### config.mk
export PLATFORM = sky130hd
export DESIGN_NAME = bst_trace_queue
export DESIGN_NICKNAME = d
export VERILOG_FILES = /design/src/rtl/bst_pkg.sv /design/src/rtl/bst_pick.sv /design/src/rtl/bst_store.sv /design/src/rtl/bst_trace_queue.sv
export SDC_FILE = /design/constraint.sdc
export NUM_CORES = 1
export LEC_CHECK = 0
export ABC_AREA = 1
export BUFFER_PORTS_ARGS = -buffer_cell sky130_fd_sc_hd__buf_2
export CELL_PAD_IN_SITES_DETAIL_PLACEMENT = 1
export CELL_PAD_IN_SITES_GLOBAL_PLACEMENT = 2
export CORE_MARGIN = 2
export CORE_UTILIZATION = 37
export CTS_BUF_LIST = sky130_fd_sc_hd__clkbuf_8
export CTS_CLUSTER_DIAMETER = 100
export DETAILED_ROUTE_END_ITERATION = 8
export GPL_ROUTABILITY_DRIVEN = 0
export GPL_TIMING_DRIVEN = 0
export HOLD_SLACK_MARGIN = 0.12
export PLACE_DENSITY = 0.78
export SETUP_SLACK_MARGIN = 0.1
export SYNTH_ARGS = -nofsm -noshare
export SYNTH_HDL_FRONTEND = slang
export SYNTH_HIERARCHICAL = 1
export SYNTH_SLANG_ARGS = --single-unit
### constraint.sdc
create_clock -name clk -period 5.16 [get_ports clk]
set_clock_uncertainty 0.1 [all_clocks]
set_input_delay 0.516 -clock clk [delete_from_list [all_inputs] [get_ports clk]]
set_output_delay 0.516 -clock clk [all_outputs]
set_load 0.02 [all_outputs]
### src/rtl/bst_pkg.sv
package bst_pkg;
    localparam int unsigned BST_ADDR_W = 28;
    localparam int unsigned BST_PTR_W  = 3;
    localparam int unsigned BST_WORD_W = 1 + BST_PTR_W + BST_ADDR_W;

    // Packed order fixes the software-visible layout: flag, pointer, address.
    typedef struct packed {
        logic                  vld;
        logic [BST_PTR_W-1:0]  ptr;
        logic [BST_ADDR_W-1:0] addr;
    } bst_entry_t;

    function automatic logic [BST_WORD_W-1:0] bst_to_word(input bst_entry_t e);
        return e;
    endfunction

    function automatic bst_entry_t bst_make(input logic [BST_PTR_W-1:0] p,
                                            input logic [BST_ADDR_W-1:0] a);
        bst_entry_t e;
        e.vld  = 1'b1;
        e.ptr  = p;
        e.addr = a;
        return e;
    endfunction
endpackage

### src/rtl/bst_pick.sv
module bst_pick
    import bst_pkg::*;
#(
    parameter int unsigned DEPTH = 8,
    localparam int unsigned IDX_W = $clog2(DEPTH)
) (
    input  logic [DEPTH-1:0] vld,
    output logic             hit,
    output logic [IDX_W-1:0] idx
);
    // Lowest index is the newest entry; it wins.
    always_comb begin
        idx = '0;
        for (int i = DEPTH - 1; i >= 0; i--) begin
            if (vld[i]) idx = IDX_W'(i);
        end
        hit = |vld;
    end
endmodule

### src/rtl/bst_store.sv
module bst_store
    import bst_pkg::*;
#(
    parameter int unsigned DEPTH = 8,
    localparam int unsigned IDX_W = $clog2(DEPTH)
) (
    input  logic                         clk,
    input  logic                         flag_clr,
    input  logic                         push,
    input  logic [BST_PTR_W-1:0]         push_ptr,
    input  logic [BST_ADDR_W-1:0]        push_addr,
    input  logic                         clr_en,
    input  logic [IDX_W-1:0]             clr_idx,
    output bst_entry_t [DEPTH-1:0]       ent_q
);
    logic [DEPTH-1:0] vld_kept;

    for (genvar i = 0; i < DEPTH; i++) begin : g_stage
        bst_entry_t stage_q;
        assign ent_q[i]    = stage_q;
        assign vld_kept[i] = stage_q.vld & ~(clr_en && (clr_idx == IDX_W'(i)));

        if (i == 0) begin : g_head
            always_ff @(posedge clk) begin
                if (flag_clr) begin
                    stage_q.vld <= 1'b0;
                end else if (push) begin
                    stage_q <= bst_make(push_ptr, push_addr);
                end else begin
                    stage_q.vld <= vld_kept[0];
                end
            end
        end else begin : g_body
            always_ff @(posedge clk) begin
                if (flag_clr) begin
                    stage_q.vld <= 1'b0;
                end else if (push) begin
                    stage_q.vld  <= vld_kept[i-1];
                    stage_q.ptr  <= ent_q[i-1].ptr;
                    stage_q.addr <= ent_q[i-1].addr;
                end else begin
                    stage_q.vld <= vld_kept[i];
                end
            end

            // each push moves the older payload one place along
            a_r3_shift_addr: assert property (@(posedge clk) disable iff (flag_clr)
                push |=> ent_q[i].addr == $past(ent_q[i-1].addr));
        end
    end

    // a push lands in the newest slot, valid, with the captured fields
    a_r2_push_newest: assert property (@(posedge clk) disable iff (flag_clr)
        push |=> ent_q[0].vld && ent_q[0].ptr == $past(push_ptr)
                 && ent_q[0].addr == $past(push_addr));
endmodule

### src/rtl/bst_trace_queue.sv
module bst_trace_queue
    import bst_pkg::*;
#(
    parameter int unsigned DEPTH = 8,
    localparam int unsigned IDX_W = $clog2(DEPTH)
) (
    input  logic        clk,
    input  logic        por_rst,
    input  logic        man_rst,
    input  logic        br_en,
    input  logic [27:0] br_addr,
    input  logic [2:0]  br_ptr,
    input  logic        rd_en,
    output logic [31:0] rd_data
);
    logic                   flag_clr;
    bst_entry_t [DEPTH-1:0] ent_q;
    logic [DEPTH-1:0]       vlds;
    logic                   hit;
    logic [IDX_W-1:0]       idx;
    logic [BST_WORD_W-1:0]  rd_q;

    assign flag_clr = por_rst | man_rst;

    for (genvar i = 0; i < DEPTH; i++) begin : g_vld
        assign vlds[i] = ent_q[i].vld;
    end

    bst_pick #(.DEPTH(DEPTH)) u_pick (
        .vld (vlds),
        .hit (hit),
        .idx (idx)
    );

    bst_store #(.DEPTH(DEPTH)) u_store (
        .clk       (clk),
        .flag_clr  (flag_clr),
        .push      (br_en),
        .push_ptr  (br_ptr),
        .push_addr (br_addr),
        .clr_en    (rd_en & hit),
        .clr_idx   (idx),
        .ent_q     (ent_q)
    );

    always_ff @(posedge clk) begin
        if (flag_clr) begin
            rd_q <= '0;
        end else if (rd_en) begin
            rd_q <= hit ? bst_to_word(ent_q[idx]) : '0;
        end
    end

    assign rd_data = rd_q;

    // a read without a push removes exactly one valid flag
    a_r4_read_clears: assert property (@(posedge clk) disable iff (flag_clr)
        rd_en && hit && !br_en |=> $countones(vlds) == $countones($past(vlds)) - 1);

    // a served read always reports a valid word
    a_r4_read_valid: assert property (@(posedge clk) disable iff (flag_clr)
        rd_en && hit |=> rd_data[31]);

    // reading an empty queue yields zero
    a_r5_empty_zero: assert property (@(posedge clk) disable iff (flag_clr)
        rd_en && !hit |=> rd_data == '0);

    // a push alongside a read still leaves a valid newest entry
    a_r7_push_wins_head: assert property (@(posedge clk) disable iff (flag_clr)
        rd_en && br_en |=> vlds[0]);

    // no read, no change on the read port
    a_r8_hold: assert property (@(posedge clk) disable iff (flag_clr)
        !rd_en |=> $stable(rd_data));
endmodule

# Word level (Yosys, flattened, before mapping)
# Index checks and enable logic that the tools add are counted.
[op_classes] eq_ne=7 order_cmp=1 bitwise=19 n_mux=19 n_reduce_logical=11
[ops] op="$bmux 32 s3" n=1
[ops] op="$mux 32" n=2
[ops] op="$mux 3" n=8
[ops] op="$eq 3x3->1 const B" n=4
[ops] op="$and 1x1->1" n=9
[ops] op="$not 1->1" n=9
[ops] op="$logic_and 1x1->1" n=8
[ops] op="$mux 1" n=8
[ops] op="$reduce_or 8->1" n=1
[ops] op="$eq 3x2->1 const B" n=2
[ops] op="$lt 3x4->1 const B" n=1
[ops] op="$eq 3x1->1 const B" n=1
[ops] op="$logic_not 3->1" n=1
[ops] op="$reduce_and 2->1" n=1
[ops] op="$or 1x1->1" n=1
[word_totals] regBits=288 input_bits=36

# Longest topological paths before layout
# Gate-level depths: netlist of the first run.
[logic_depth] word_depth=13 depth_mapped=15 mapped_depth_nobuf=13

# By module
# The synthesis of the first run kept the hierarchy.
[modules_own_cells] mod="bst_store" n_inst=1 area_per_inst_um2=7815.0 cells_per_inst=303
[modules_own_cells] mod="bst_trace_queue" n_inst=1 area_per_inst_um2=4207.8 cells_per_inst=866
[modules_own_cells] mod="bst_pick" n_inst=1 area_per_inst_um2=98.8 cells_per_inst=22

# Worst setup path before layout of the first run
# No wires, ideal clock.
[synth_path] path_type="input to register" start="in man_rst" end="reg u_store.g_stage[0].stage_q, in the netlist u_store/ent_q[0], enable pin" path_buffers=2 path_stages=4 t_arrival_ns=4.896 setup_time_ns=0.534 path_slack_ns=-0.370 t_required_ns=4.526 path_cell_list="or2_2 -> clkbuf_1 -> clkbuf_1 -> nor2_4"
[synth_between] elab_chain_len=3
[synth_lines] item="from (decl)" line_no="bst_trace_queue.sv:9" text="input logic man_rst,"
[synth_lines] item="$or 1x1->1" line_no="bst_trace_queue.sv:23" text="assign flag_clr = por_rst | man_rst;"
[synth_lines] item="via flag_clr" line_no="bst_trace_queue.sv:16" text="logic flag_clr;"
[synth_lines] item="$not 1->1 (no line)"
[synth_lines] item="$reduce_and 2->1 (no line)"
[synth_lines] item="to (signal assigned)" line_no="bst_store.sv:28" text="stage_q <= bst_make(push_ptr, push_addr);"
[synth_lines] item="to (decl)" line_no="bst_store.sv:19" text="bst_entry_t stage_q;"
# The timed path passes the listed nets, and every way through them passes these cells.
# A chain may end at the register's enable or synchronous reset.

# Final worst setup path of the first run
[layout_path] start="in man_rst" end="reg u_store.g_stage[5].stage_q, in the netlist u_store/ent_q[169], enable pin"
[layout_between] elab_chain_len=3
[layout_lines] item="$or 1x1->1" line_no="bst_trace_queue.sv:23"
[layout_lines] item="via flag_clr" line_no="bst_trace_queue.sv:16"
[layout_lines] item="$not 1->1 (no line)"
[layout_lines] item="$reduce_and 2->1 (no line)"
[layout_lines] item="to (decl)" line_no="bst_store.sv:19"
# The timed path passes the listed nets, and every way through them passes these cells.

==> flow_summary.yaml, run 1 <==
synthesis:
  synthDistinctLibCells: 22
  synth_edf_count: 248
  netlist_area_um2: 12100
  dominantRegCellSynth: "sky130_fd_sc_hd__edfxtp_1"
  syn_inst: 1191
  number_of_flip_flops_and_latches_in_the_synthesized_netlist: 288
  syn-mean-instance-area_um2: 10.2
  synth_largest_area_cell: "sky130_fd_sc_hd__edfxtp_1"
  post_synth_most_frequent_cells: "sky130_fd_sc_hd__nand2_1 (282), sky130_fd_sc_hd__edfxtp_1 (248), sky130_fd_sc_hd__inv_1 (211)"
  synth_warnings: 6
  synth_top_area_share: 0.614
  async_flop_share: 0
  synth.top_cells.by_area: "sky130_fd_sc_hd__edfxtp_1 (61%), sky130_fd_sc_hd__nand2_1 (8.7%), sky130_fd_sc_hd__nand3_1 (8.6%)"
  yosys.cell_count.top_type: "sky130_fd_sc_hd__nand2_1"
  ys_seq_area_frac: 0.680
  mappedNetlistNets: 1227
timing:
  layout_min_cycle_time_ns: 2.66
  tightest_slew_ns: 0.775
  final_hold_viol_count: 0
  setup_viol_count_final: 0
  unrepaired_setup_endpoints_after_global_routing: "false"
  clock.fmax_ghz: 0.376
  fin_worst_hold_slack_ns: 0.198
  worst_slew_margin_rel: 0.483
  final_max_slew_viol_count: 0
  finalCritPeriodShare: 0.516
  final.setup.worst_slack_ns: 2.50
worst_hold_path:
  hold_path_class: "in2reg"
  min_path_cells: 4
  hold_path_start: "br_en"
  min_to: "u_store/ent_q[255]$_SDFF_PP0_"
routing:
  drt_drc_violations_left: 0
  vias: 8461
  drt-vias-per-instance: 4.62
  met2WireLength_mm: 15.0
  postRouteAntennaNets: 0
  wirelength_mm: 31.1
  uppermost_routed_layer: "met4"
  drtIter0Drc: 548
  wl_met1_mm: 14.3
  drt_pass1_iterations: 5
  wl_per_cell_um: 17.0
  detailroute.wirelength.met3_mm: 1.19
place:
  portbufs: 67
  preCtsSetupSlack_ns: 1.87
  place.detailed.hpwl_mm: 20.2
cells_and_area:
  layout-area-overhead-vs-synth_pct: 19.6
  drive_gt1_frac: 0.148
  multi_input_area_um2: 2780
  nNetsFinal: 1384
  insertedDiodeCount: 0
  final-seq-area_um2: 8250
  fillerInstances: 3697
setup_path:
  ff2ff_setup_slack_ns: 2.54
  required_ns: 5.32
  critical_path.cell_chain: "buf_2 > or2_4 > clkbuf_8 > clkbuf_16 > nor2_4 > buf_12 > buf_12 > buf_12 > buf_12"
  crit_buf_inv: 7
  cp_data_arrival_time_ns: 2.82
  critPathKind: "in2reg"
  cp_slowest_stage_delay_ns: 0.55
  start_kind: "primary input"
  setup.worst_path.end_class: "flop"
  worst_r2r_endpoint: "rd_data[13]$_SDFFE_PP0P_"
  worst-path-max-fanout: 33
  reg2reg_depth: 13
  r2r_start: "u_store/ent_q[191]$_SDFF_PP0_"
  crit_top_cell: "sky130_fd_sc_hd__buf_12"
  kind_of_cell_with_the_highest_combined_delay_on_the_critical_path: "buffers and inverters"
  cp_slowest_cell: "sky130_fd_sc_hd__nor2_4"
global_routing:
  gr-total-overflow: 0
  grt_antenna_before_repair: 0
  global_route_wire_length_before_repair_mm: 48.9
  grt_max_degree: 35
  grt_use_total: 0.188
  vias_in_the_first_global_route: 8804
die:
  rows: 66
  initial_core_util: 0.374
  io_pins: 68
  die_width_um: 185
  area_of_the_die_um2: 34200
  die_y_um: 185
  core_um2: 32400
clock_network:
  clk_transition_reported_paths_ns: 0.06
  worst_skew_pair_latency_ns: 0.57
  root_buffer_cell: "sky130_fd_sc_hd__clkbuf_8"
  post_cts.repair.setup_buffers: 0
  cts-root-to-sink-buffers: 3
  clock-sinks: 288
  tritoncts.num_buffers: 49
  max_h_tree_level: 2
  cts_tree: "done"
  quantity_of_gates_resized_following_cts: 0
power_and_ir_drop:
  power_leakage_nw: 6.14
  pwr_cell_area_nw_per_um2: 332
  max-vdd-ir-drop_v: 0.000134
run:
  cap_viol_max_count: 0
run_status:
  status: "finished, final reports clean"
-- where the power goes --
group	internal [W]	leakage (nW)	switching, W
registers	0.00257	2.60	0.0000223
logic	0.0000699	2.95	0.000116
clock network	0.00109	0.585	0.000941
total	0.00373	6.14	0.00108
-- layout by cell type (no fill, tap or decap) --
cell type / count
sky130_fd_sc_hd__clkbuf_8: 64
sky130_fd_sc_hd__clkinvlp_4: 1
sky130_fd_sc_hd__or2_4: 1
sky130_fd_sc_hd__a21oi_1: 33
sky130_fd_sc_hd__inv_2: 2
sky130_fd_sc_hd__or2_1: 1
sky130_fd_sc_hd__dlygate4sd3_1: 31
sky130_fd_sc_hd__buf_4: 6
sky130_fd_sc_hd__inv_1: 230
sky130_fd_sc_hd__clkinv_1: 2
sky130_fd_sc_hd__nand4_1: 1
sky130_fd_sc_hd__or2_0: 24
sky130_fd_sc_hd__nor3_2: 1
sky130_fd_sc_hd__nor2_4: 1
sky130_fd_sc_hd__nand2_1: 282
sky130_fd_sc_hd__clkinv_2: 7
sky130_fd_sc_hd__clkbuf_1: 8
sky130_fd_sc_hd__buf_1: 7
sky130_fd_sc_hd__buf_6: 1
sky130_fd_sc_hd__nor2_1: 68
sky130_fd_sc_hd__nand3_1: 208
sky130_fd_sc_hd__nor2_2: 2
sky130_fd_sc_hd__buf_12: 8
sky130_fd_sc_hd__a31oi_1: 1
sky130_fd_sc_hd__edfxtp_1: 248
sky130_fd_sc_hd__clkbuf_16: 1
sky130_fd_sc_hd__buf_2: 100
sky130_fd_sc_hd__or2_2: 8
sky130_fd_sc_hd__dfxtp_1: 40
sky130_fd_sc_hd__clkbuf_2: 2
-- layout make-up --
class | count | share of cell area
Clock inverter | 29 | 0.00837
Clock buffer | 63 | 0.0598
Multi-Input combinational cell | 631 | 0.192
Sequential cell | 288 | 0.569
Timing Repair Buffer | 106 | 0.0556
Tap cell | 442 | 0.0381
Inverter | 213 | 0.0551
Buffer | 59 | 0.0225
-- cells by family (layout without fill, tap and decap cells) --
| logic type | count (synthesis) | after routing | synth area share |
|---|---|---|---|
| AO/OA/AOI/OAI | 34 | 34 | 0.0141 |
| buffers and inverters | 272 | 470 | 0.0903 |
| flip-flops | 288 | 288 | 0.680 |
| AND/OR/NAND/NOR | 597 | 597 | 0.215 |
-- how the worst max path moves through the flow --
stage / start / end / slack [ns] / cells after the start
after floorplan: man_rst / u_store/ent_q[0]$_DFFE_PP_ / -0.13 / 4
after global placement: man_rst / u_store/ent_q[159]$_SDFF_PP0_ / -2.34 / 7
after detailed placement: man_rst / u_store/ent_q[137]$_DFFE_PP_ / 1.87 / 9
after CTS: man_rst / u_store/ent_q[108]$_DFFE_PP_ / 2.46 / 9
after global routing: u_store/ent_q[191]$_SDFF_PP0_ / rd_data[26]$_SDFFE_PP0P_ / 2.27 / 13
final: man_rst / u_store/ent_q[169]$_DFFE_PP_ / 2.50 / 9
-- registers in the layout, indices dropped and copies added, names as in the netlist --
signal	flops
u_store/ent_q	256
rd_data	32
-- metrics by stage --
| step | TNS [ns] | cell area [µm²] | utilization | total power (W) | cells |
|---|---|---|---|---|---|
| 4_1_cts | 0 | 14500 | 0.448 | 0.00488 | 1831 |
| 3_3_place_gp | -540.71 | 13000 | 0.403 | 0.00281 | 1700 |
| 3_5_place_dp | 0 | 13200 | 0.408 | 0.00281 | 1708 |
| 2_1_floorplan | -33.40 | 12200 | - | 0.00274 | 1191 |
| 5_1_grt | 0 | 14500 | 0.448 | 0.00501 | 1831 |
| 6_report | 0 | 14500 | 0.448 | 0.00481 | 1831 |
-- worst reg2reg max path, delay by kind of cell, from the launching register on --
family                 cells  cell delay (ns)
AOI/OAI and AO/OA          2             0.52
and+or+nand+nor            8             0.64
DFF                        1             0.43
buffers and inverters      3             0.76
-- routing by layer --
layer / vias to the layer above / GRT usage
met5: - / 0
met1: 4091 / 0.253
li1: 4170 / -
met2: 153 / 0.318
met4: 0 / 0.0476
met3: 47 / 0.0301
-- timing repair --
| item | in CTS | in global routing |
|---|---|---|
| hold endpoints to repair | 31 | 0 |
| hold buffers | 31 | 0 |
| setup endpoints to repair | 0 | 0 |
Power figures use the tool's default switching activity.
==> run 2: changes to the inputs <==
ABC_AREA = 0   (was 1)
CORE_UTILIZATION = 48   (was 37)
PLACE_DENSITY = 0.83   (was 0.78)
clock period = 2.75 ns   (was 5.16 ns; I/O delays follow)
==> flow_summary.yaml, run 2 <==
synthesis:
  ys_seq_area_frac: 0.732
  synthDistinctLibCells: 34
  synth_warnings: 6
  synth_edf_count: 248
  synth_top_area_share: 0.661
  yosys.cell_count.top_type: "sky130_fd_sc_hd__edfxtp_1"
  synth.top_cells.by_area: "sky130_fd_sc_hd__edfxtp_1 (66%), sky130_fd_sc_hd__dfxtp_1 (7.1%), sky130_fd_sc_hd__mux2i_1 (5.7%)"
  dominantRegCellSynth: "sky130_fd_sc_hd__edfxtp_1"
  synth_largest_area_cell: "sky130_fd_sc_hd__edfxtp_1"
  async_flop_share: 0
  syn-mean-instance-area_um2: 17.9
  post_synth_most_frequent_cells: "sky130_fd_sc_hd__edfxtp_1 (248), sky130_fd_sc_hd__nand2b_1 (65), sky130_fd_sc_hd__mux2i_1 (64)"
  number_of_flip_flops_and_latches_in_the_synthesized_netlist: 288
  mappedNetlistNets: 667
  syn_inst: 631
  netlist_area_um2: 11300
timing:
  tightest_slew_ns: 0.678
  fin_tns_setup_ns: 0
  worst_slew_margin_rel: 0.548
  clock.fmax_ghz: 0.399
  setup_viol_count_final: 0
  final_max_slew_viol_count: 0
  layout_min_cycle_time_ns: 2.51
  final.setup.worst_slack_ns: 0.245
  unrepaired_setup_endpoints_after_global_routing: "false"
  finalCritPeriodShare: 0.911
  final_hold_viol_count: 0
global_routing:
  global_route_wire_length_before_repair_mm: 40.2
  gr-total-overflow: 0
  grt_max_degree: 39
  vias_in_the_first_global_route: 6937
  grt_antenna_before_repair: 0
  grt_use_total: 0.215
setup_path:
  start_kind: "flop"
  critPathKind: "reg2reg"
  worst-path-max-fanout: 10
  cp-startpoint: "u_store/ent_q[159]$_SDFF_PP0_"
  cp_data_arrival_time_ns: 2.81
  setup.worst_path.end_class: "flop"
  ff2ff_setup_slack_ns: 0.24
  r2r_start: "u_store/ent_q[159]$_SDFF_PP0_"
  required_ns: 3.06
worst_hold_path:
  hold_path_start: "man_rst"
  hold_path_class: "in2reg"
run_status:
  status: "finished, final reports clean"
die:
  core_um2: 23300
  rows: 56
  io_pins: 68
  die_y_um: 157
  initial_core_util: 0.485
  area_of_the_die_um2: 24700
  die_width_um: 157
place:
  placed_cells_incl_taps: 1026
  portbufs: 67
  preCtsSetupSlack_ns: -0.576
  placement.cell_area_um2: 12200
  place.detailed.hpwl_mm: 15.0
clock_network:
  max_h_tree_level: 2
  worst_skew_pair_latency_ns: 0.56
  tritoncts.num_buffers: 48
  clock-sinks: 288
  clk_transition_reported_paths_ns: 0.06
  root_buffer_cell: "sky130_fd_sc_hd__clkbuf_8"
  cts_tree: "done"
  cts-root-to-sink-buffers: 3
routing:
  drt-vias-per-instance: 5.53
  drtIter0Drc: 387
  vias: 6351
  postRouteAntennaNets: 0
  drt_pass1_iterations: 4
  wl_per_cell_um: 21.9
  wirelength_mm: 25.1
  drt_drc_violations_left: 0
cells_and_area:
  drive_gt1_frac: 0.237
  layout-area-overhead-vs-synth_pct: 20.0
  largest_register_ffs: 256
  mostFrequentLayoutCell: "sky130_fd_sc_hd__edfxtp_1"
  nNetsFinal: 828
  final_cell_mix: "sky130_fd_sc_hd__edfxtp_1 (248), sky130_fd_sc_hd__buf_2 (77), sky130_fd_sc_hd__nand2b_1 (65), sky130_fd_sc_hd__mux2i_1 (64), sky130_fd_sc_hd__clkbuf_8 (54)"
  insertedDiodeCount: 0
  instances_no_fill: 1149
  design_area_um2: 13500
power_and_ir_drop:
  max-vdd-ir-drop_v: 0.000420
  power_leakage_nw: 4.55
  pwr_cell_area_nw_per_um2: 647
run:
  cap_viol_max_count: 0
-- run 2: cell count changes after synthesis, moves of 32 or more --
cell / previous run / this run
sky130_fd_sc_hd__inv_1: 211 / 1
sky130_fd_sc_hd__nand3_1: 208 / 33
sky130_fd_sc_hd__mux2i_1: 0 / 64
sky130_fd_sc_hd__nor2_1: 68 / 4
sky130_fd_sc_hd__a22oi_1: 0 / 32
sky130_fd_sc_hd__nand2b_1: 0 / 65
sky130_fd_sc_hd__nand2_1: 282 / 7
-- run 2: repair_timing --
item	CTS	global route
endpoints found under the setup margin	32	30
gates resized for setup	9	9
endpoints found under the hold margin	41	0
hold buffers	34	0
pin swaps	1	0
setup buffers	1	0
-- run 2: path summary, 6_finish.rpt --
| check | endpoint | depth (start not counted) |
|---|---|---|
| max | rd_data[29]$_SDFFE_PP0P_ | 8 |
| max reg2reg | rd_data[29]$_SDFFE_PP0P_ | 8 |
| min reg2reg | u_store/ent_q[88]$_DFFE_PP_ | 0 |
| min | rd_data[24]$_SDFFE_PP0P_ | 5 |
-- run 2: layout make-up --
| cell class | instances | area, µm² |
|---|---|---|
| multi-input cells | 304 | 2770 |
| inverters | 1 | 3.75 |
| repair buffers | 111 | 866 |
| fillers | 2202 | 9740 |
| clock inverters | 35 | 166 |
| plain buffers | 38 | 342 |
| flip-flops and latches | 288 | 8250 |
| clock buffers | 53 | 729 |
| well taps | 319 | 399 |
-- run 2: kinds of logic (layout without fill, tap and decap cells) --
family,after synthesis,count (layout),synth area share
AOI/OAI and AO/OA,77,77,0.0446
buffers and inverters,39,238,0.0269
DFF,288,288,0.732
muxes,96,96,0.125
and+or+nand+nor,131,131,0.0720
-- run 2: metrics by stage --
stage / hold slack, ns / total power, W / util
2_1_floorplan: 0.274 / 0.00512 / -
6_report: 0.211 / 0.00875 / 0.581
5_1_grt: 0.213 / 0.00906 / 0.581
3_3_place_gp: 0.324 / 0.00522 / 0.518
3_5_place_dp: 0.330 / 0.00524 / 0.526
4_1_cts: 0.177 / 0.00884 / 0.581
-- run 2: metal layers --
metal / global-route usage / vias to the layer above / part of all wire
met5: 0 / - / 0
met1: 0.293 / 3277 / 0.42
met2: 0.355 / 184 / 0.51
met3: 0.0399 / 53 / 0.049
met4: 0.0641 / 0 / 0.023
li1: - / 2837 / -
-- run 2: critical path, cell delays in order, from the launching register on --
cell and delay (ns):
sky130_fd_sc_hd__dfxtp_1 0.41, sky130_fd_sc_hd__nor4_4 0.34, sky130_fd_sc_hd__and3b_2 0.30, sky130_fd_sc_hd__buf_2 0.18, sky130_fd_sc_hd__nor2_1 0.30, sky130_fd_sc_hd__buf_2 0.38, sky130_fd_sc_hd__a22oi_1 0.14, sky130_fd_sc_hd__nand3_1 0.13
sky130_fd_sc_hd__a21oi_1 0.07
-- run 2: where the power goes --
part	internal (W)	switching [W]	total, W
Sequential	0.00482	0.0000459	0.00487
Clock	0.00186	0.00170	0.00356
Combinational	0.000149	0.000168	0.000317
Total	0.00683	0.00192	0.00875
